==> src/rtl/regdec_pkg.sv <==
package regdec_pkg;
  localparam int ADDR_W = 17;
  localparam int SEG_W  = 3;
  localparam int SLOT_W = 6;
  localparam int REG_W  = 8;
  localparam int DATA_W = 32;

  typedef enum logic [SEG_W-1:0] {
    SEG_HASH   = 3'd0,
    SEG_RNG    = 3'd1,
    SEG_CIPHER = 3'd2
  } seg_e;

  typedef struct packed {
    logic [SEG_W-1:0]  seg;
    logic [SLOT_W-1:0] slot;
    logic [REG_W-1:0]  idx;
  } waddr_t;
endpackage

==> src/rtl/regdec_select.sv <==
module regdec_select
  import regdec_pkg::*;
#(
  parameter int                   HASH_CORES = 3,
  parameter logic [HASH_CORES-1:0] CORE_EN   = '1
) (
  input  waddr_t                 a,
  output logic                   hit_glb,
  output logic                   hit_rng,
  output logic                   hit_cph,
  output logic [HASH_CORES-1:0]  hit_core,
  output logic                   hit_none
);
  logic slot_zero;
  assign slot_zero = (a.slot == '0);

  assign hit_glb = (a.seg == SEG_HASH)   && slot_zero;
  assign hit_rng = (a.seg == SEG_RNG)    && slot_zero;
  assign hit_cph = (a.seg == SEG_CIPHER) && slot_zero;

  // Core k lives in hash slot k+1; a masked core simply never matches.
  for (genvar k = 0; k < HASH_CORES; k++) begin : g_core
    if (CORE_EN[k]) begin : g_on
      assign hit_core[k] = (a.seg == SEG_HASH) && (a.slot == SLOT_W'(k + 1));
    end else begin : g_off
      assign hit_core[k] = 1'b0;
    end
  end

  assign hit_none = !(hit_glb || hit_rng || hit_cph || (|hit_core));
endmodule

==> src/rtl/regdec_regbank.sv <==
module regdec_regbank
  import regdec_pkg::*;
#(
  parameter int                   NUM_RO = 1,
  parameter logic [NUM_RO*32-1:0] RO_VALS = '0
) (
  input  logic              clk,
  input  logic              rst_n,
  input  logic              sel,
  input  logic              we,
  input  logic [REG_W-1:0]  idx,
  input  logic [DATA_W-1:0] wdata,
  output logic [DATA_W-1:0] rd_val
);
  localparam logic [REG_W-1:0] SCR_IDX = REG_W'(NUM_RO);

  logic [DATA_W-1:0] scratch;

  always_ff @(posedge clk or negedge rst_n) begin
    if (!rst_n)                            scratch <= '0;
    else if (sel && we && idx == SCR_IDX)  scratch <= wdata;
  end

  always_comb begin
    rd_val = '0;
    for (int i = 0; i < NUM_RO; i++)
      if (idx == REG_W'(i)) rd_val = RO_VALS[i*32 +: 32];
    if (idx == SCR_IDX) rd_val = scratch;
  end

  // the scratch word moves only after a write aimed at this bank.
  assert_scratch_guard_R6: assert property (@(posedge clk) disable iff (!rst_n)
    !$stable(scratch) |-> $past(sel && we));
endmodule

==> src/rtl/regspace_decoder.sv <==
module regspace_decoder
  import regdec_pkg::*;
#(
  parameter int                    HASH_CORES = 3,
  parameter logic [HASH_CORES-1:0] CORE_EN    = 3'b101,
  parameter logic [31:0]           BOARD_ID   = 32'h5EC0_0B0A,
  parameter logic [31:0]           BUILD_VER  = 32'h0002_0015,
  parameter logic [31:0]           RNG_ID     = 32'h0000_52AE,
  parameter logic [31:0]           CIPHER_ID  = 32'h0000_C1F0
) (
  input  logic                         clk,
  input  logic                         rst_n,
  input  logic                         wr_en,
  input  logic                         rd_en,
  input  logic [ADDR_W-1:0]            addr,
  input  logic [DATA_W-1:0]            wdata,
  output logic [DATA_W-1:0]            rdata,
  output logic                         rd_valid,
  output logic [HASH_CORES-1:0]        hs_wr,
  output logic [HASH_CORES-1:0]        hs_rd,
  output logic [REG_W-1:0]             hs_addr,
  output logic [DATA_W-1:0]            hs_wdata,
  input  logic [HASH_CORES*DATA_W-1:0] hs_rdata
);
  waddr_t                  a;
  logic                    hit_glb, hit_rng, hit_cph, hit_none;
  logic [HASH_CORES-1:0]   hit_core;
  logic [DATA_W-1:0]       glb_val, rng_val, cph_val, sel_data;

  assign a = addr;

  regdec_select #(.HASH_CORES(HASH_CORES), .CORE_EN(CORE_EN)) u_sel (
    .a(a), .hit_glb(hit_glb), .hit_rng(hit_rng), .hit_cph(hit_cph),
    .hit_core(hit_core), .hit_none(hit_none)
  );

  regdec_regbank #(.NUM_RO(2), .RO_VALS({BUILD_VER, BOARD_ID})) u_glb (
    .clk(clk), .rst_n(rst_n), .sel(hit_glb), .we(wr_en),
    .idx(a.idx), .wdata(wdata), .rd_val(glb_val)
  );

  regdec_regbank #(.NUM_RO(1), .RO_VALS(RNG_ID)) u_rng (
    .clk(clk), .rst_n(rst_n), .sel(hit_rng), .we(wr_en),
    .idx(a.idx), .wdata(wdata), .rd_val(rng_val)
  );

  regdec_regbank #(.NUM_RO(1), .RO_VALS(CIPHER_ID)) u_cph (
    .clk(clk), .rst_n(rst_n), .sel(hit_cph), .we(wr_en),
    .idx(a.idx), .wdata(wdata), .rd_val(cph_val)
  );

  assign hs_wr    = {HASH_CORES{wr_en}} & hit_core;
  assign hs_rd    = {HASH_CORES{rd_en}} & hit_core;
  assign hs_addr  = a.idx;
  assign hs_wdata = wdata;

  // AND-OR read mux: every unselected source contributes zero.
  always_comb begin
    sel_data = ({DATA_W{hit_glb}} & glb_val)
             | ({DATA_W{hit_rng}} & rng_val)
             | ({DATA_W{hit_cph}} & cph_val);
    for (int k = 0; k < HASH_CORES; k++)
      sel_data |= {DATA_W{hit_core[k]}} & hs_rdata[k*DATA_W +: DATA_W];
  end

  always_ff @(posedge clk or negedge rst_n) begin
    if (!rst_n) begin
      rdata    <= '0;
      rd_valid <= 1'b0;
    end else begin
      rd_valid <= rd_en;
      if (rd_en) rdata <= sel_data;
    end
  end

  assert_rd_latency_R3: assert property (@(posedge clk) disable iff (!rst_n)
    rd_en |=> rd_valid);
  assert_rd_idle_R3: assert property (@(posedge clk) disable iff (!rst_n)
    !rd_en |=> !rd_valid);
  assert_wr_onehot_R2: assert property (@(posedge clk) disable iff (!rst_n)
    (|hs_wr) |-> (wr_en && $onehot0(hs_wr)));
  assert_rd_onehot_R2: assert property (@(posedge clk) disable iff (!rst_n)
    (|hs_rd) |-> (rd_en && $onehot0(hs_rd)));
  assert_unmapped_zero_R6: assert property (@(posedge clk) disable iff (!rst_n)
    (rd_en && hit_none) |=> (rdata == '0));
endmodule

==> config.mk <==
export PLATFORM = sky130hd
export DESIGN_NAME = regspace_decoder
export DESIGN_NICKNAME = d
export VERILOG_FILES = /design/src/rtl/regdec_pkg.sv /design/src/rtl/regdec_select.sv /design/src/rtl/regdec_regbank.sv /design/src/rtl/regspace_decoder.sv
export SDC_FILE = /design/constraint.sdc
export NUM_CORES = 1
export LEC_CHECK = 0
export ABC_AREA = 1
export ABC_CLOCK_PERIOD_IN_PS = 1600
export BUFFER_PORTS_ARGS = -buffer_cell sky130_fd_sc_hd__buf_2
export CAP_MARGIN = 20
export CORE_UTILIZATION = 39
export DETAILED_ROUTE_END_ITERATION = 16
export HOLD_SLACK_MARGIN = 0.12
export PLACE_DENSITY_LB_ADDON = 0.05
export SYNTH_ARGS = -nofsm -noshare
export SYNTH_HDL_FRONTEND = slang
export SYNTH_SLANG_ARGS = --single-unit
==> constraint.sdc <==
create_clock -name clk -period 1.6 [get_ports clk]
set_clock_uncertainty 0.1 [all_clocks]
set_input_delay 0.32 -clock clk [delete_from_list [all_inputs] [get_ports clk]]
set_output_delay 0.32 -clock clk [all_outputs]
set_load 0.005 [all_outputs]
==> metrics.txt <==
number of port buffers 193; core box area ~18,000 um^2; vias in the first global route 5,913; Worst-path clk slew ~60 ps; combinational family with the most area after synthesis simple AND/OR/NAND/NOR gates; predominant post-synthesis flop cell sky130_fd_sc_hd__dfrtp_1; DRT Pass-1 Iters 5; max-slew violation count 0; clock tree from TritonCTS done; number of flops mapped to enable cells by yosys 0; maximum clock rate 642 MHz; die span in x about 140 um; antenna diode count 0; most frequent standard cell in the layout excluding fill and tap cells sky130_fd_sc_hd__buf_2; routed len/inst 15.6 um; register cell area after layout between 3000 and 4000 um^2; xor/xnor cell area share of the yosys netlist 0%; Design Area, Final 9560 um^2; final core area utilization 53.4%; launching element type of the critical path input pin; routed vias/inst 4.79; overall via count from detail_route 6,534; starting utilization of the core area 39.7%; most frequent cells in the layout sky130_fd_sc_hd__buf_2, sky130_fd_sc_hd__nand3_1, sky130_fd_sc_hd__nand2_1, sky130_fd_sc_hd__dfrtp_1, sky130_fd_sc_hd__nor2_1; DRC violation total after the first TritonRoute iteration 420; Fin. Hold Viols 0; y dimension of the die 137 um; Top Ports 228; Die Footprint around 19,000 um^2; fraction of the mapped netlist area in adder cells 0%; share of layout cells above drive strength 1 31.5%; maximum level of the CTS H-tree 4; weighted congestion at the end of routability-driven global placement 0.778; HPWL after detailed placement about 15,000 um; worst path required time 1180 ps; outcome completed; Netlist Area Pre-Place 7110 um^2; root buffer cell sky130_fd_sc_hd__clkbuf_16; WL final between 20,000 and 25,000 um; number of clock sinks 129; final critical delay including setup and external delays 1560 ps; cell area after placement 8450 um^2; power per standard cell area 868 nW/um^2; max-cap viol count 0; worst min-delay path class in2reg; Tcrit/Tclk final 97.3%; Cells after DPL 1,295; Layout Cells excl Fill 1,364; asr flop ratio synth 100%; number of standard cells after synthesis 910; clock buffer count from CTS 17; post-synthesis register bit count 129; data arrival time of the critical path between 1000 and 1500 ps; DRT antenna net count 0; VDD IR-drop max 0.765 mV; number of placement rows 49; antenna violations before repair 1; peak fanout along the critical path 3; unrepaired setup endpoints after global routing yes; multi-input gate area in the final layout 3040 um^2; static leakage between 4 and 5 nW; Synth Area in Compound Gates under 10%; Synth cell types 25; first-pass GRT wire length between 30,000 and 40,000 um; multiplexer share of the synthesized area 0%; critical path start-end classification in2out; post-layout net count roughly 1,300; pin count of the biggest net entering global routing a little under 60; Worst-Skew Late Latency 420 ps; proportion of synthesized chip area in sequential cells 45.4%; number of remaining DRC errors 0; maximum number of buffers from clock root to sink 2; average size of a mapped cell around 7.8 um^2; synthesis warning total 0; P&R area growth vs syn 34.5%; fraction of the mapped netlist area in simple logic gates 33.3%; global route overflow 0; count of endpoints failing setup in the final report 0; Fill cells 1,760; aggregate global-route resource usage 23.1%; Worst Setup End Kind output pin
## state kept, by name, summed over array words and instances (netlist names)
signal         count
u_glb.scratch     32
u_cph.scratch     32
rd_valid           1
rdata             32
u_rng.scratch     32
## per-layer routing
metal,wire length (um),vias to the layer above,track usage (%)
met1,10800,2971,34.9
met5,0,-,0
met3,1390,13,3.59
met2,8890,216,33.7
li1,-,3334,-
met4,214,0,6.96
## per-stage QoR
stage                     setup WS [ps]  hold slack (ps)  setup TNS [ps]  total power (W)
after floorplan                    18.9            -75.6               0          0.00371
after global placement             -241              153          -19230          0.00409
final                              42.8              126               0          0.00830
after CTS                          2.59              120               0          0.00838
after global routing              -5.21              132           -5.21          0.00861
after detailed placement           -255              150          -19380          0.00409
## critical path, stage by stage
cell and delay (ps):
sky130_fd_sc_hd__buf_8 100, sky130_fd_sc_hd__inv_4 50, sky130_fd_sc_hd__nand3_4 100, sky130_fd_sc_hd__buf_6 130, sky130_fd_sc_hd__nor3_4 140, sky130_fd_sc_hd__inv_1 80, sky130_fd_sc_hd__nor2_1 90, sky130_fd_sc_hd__buf_2 110
## cells by family (layout without fill, tap and decap cells)
family                 count (synthesis)  after routing
AND/OR/NAND/NOR                      513            513
buffers and inverters                171            395
flip-flops                           129            129
AO/OA/AOI/OAI                         96             96
other                                  1              2
## path summary, 6_finish.rpt
check	cells past startpoint	end	startpoint	slack, ps
worst max register to register	5	rdata[12]	u_rng.scratch[12]	450
worst max-delay path	8	hs_wr[2]	addr[14]	40
worst min register to register	2	u_rng.scratch[2]	u_rng.scratch[2]	370
worst min-delay path	3	u_cph.scratch[23]	wdata[23]	130
max in group asynchronous	3	rdata[13]	rst_n	550
min in group asynchronous	2	rdata[21]	rst_n	250
## what timing repair did
| item | 4_1_cts | 5_1_grt |
|---|---|---|
| buffers inserted | 9 | 1 |
| gates resized for setup | 19 | 13 |
| pin swaps | 7 | 7 |
| hold endpoints to repair | 187 | 0 |
| cloned | 0 | 2 |
| setup endpoints to repair | 3 | 22 |
| hold buffers | 27 | 0 |
## synthesized netlist by cell type (11+ instances only)
master                     count  area (um^2)
sky130_fd_sc_hd__inv_1        73          274
sky130_fd_sc_hd__nand3_1     186          931
sky130_fd_sc_hd__buf_2        30          150
sky130_fd_sc_hd__nor2_1      118          443
sky130_fd_sc_hd__o21ai_2      32          280
sky130_fd_sc_hd__nand2_1     172          646
sky130_fd_sc_hd__dfrtp_1     129         3230
sky130_fd_sc_hd__buf_4        46          345
sky130_fd_sc_hd__o21ai_1      53          265
sky130_fd_sc_hd__nand3b_1     14          105
sky130_fd_sc_hd__o21ai_0      11         55.1
## area by class of cell
type                            instances  share of cell area [%]
Clock buffer                           19                    4.74
Clock inverter                         13                    1.91
Inverter                               77                    3.07
Multi-Input combinational cell        611                    31.7
Sequential cell                       129                    33.8
Tap cell                              229                    3.00
Timing Repair Buffer                  286                    21.8
## report_power, final
group | total (W) | internal, W | switching, W
Sequential | 0.00335 | 0.00332 | 0.0000323
Combinational | 0.000757 | 0.000349 | 0.000408
Clock | 0.00419 | 0.00269 | 0.00150
Note: power is estimated with default switching activity, not from simulation.
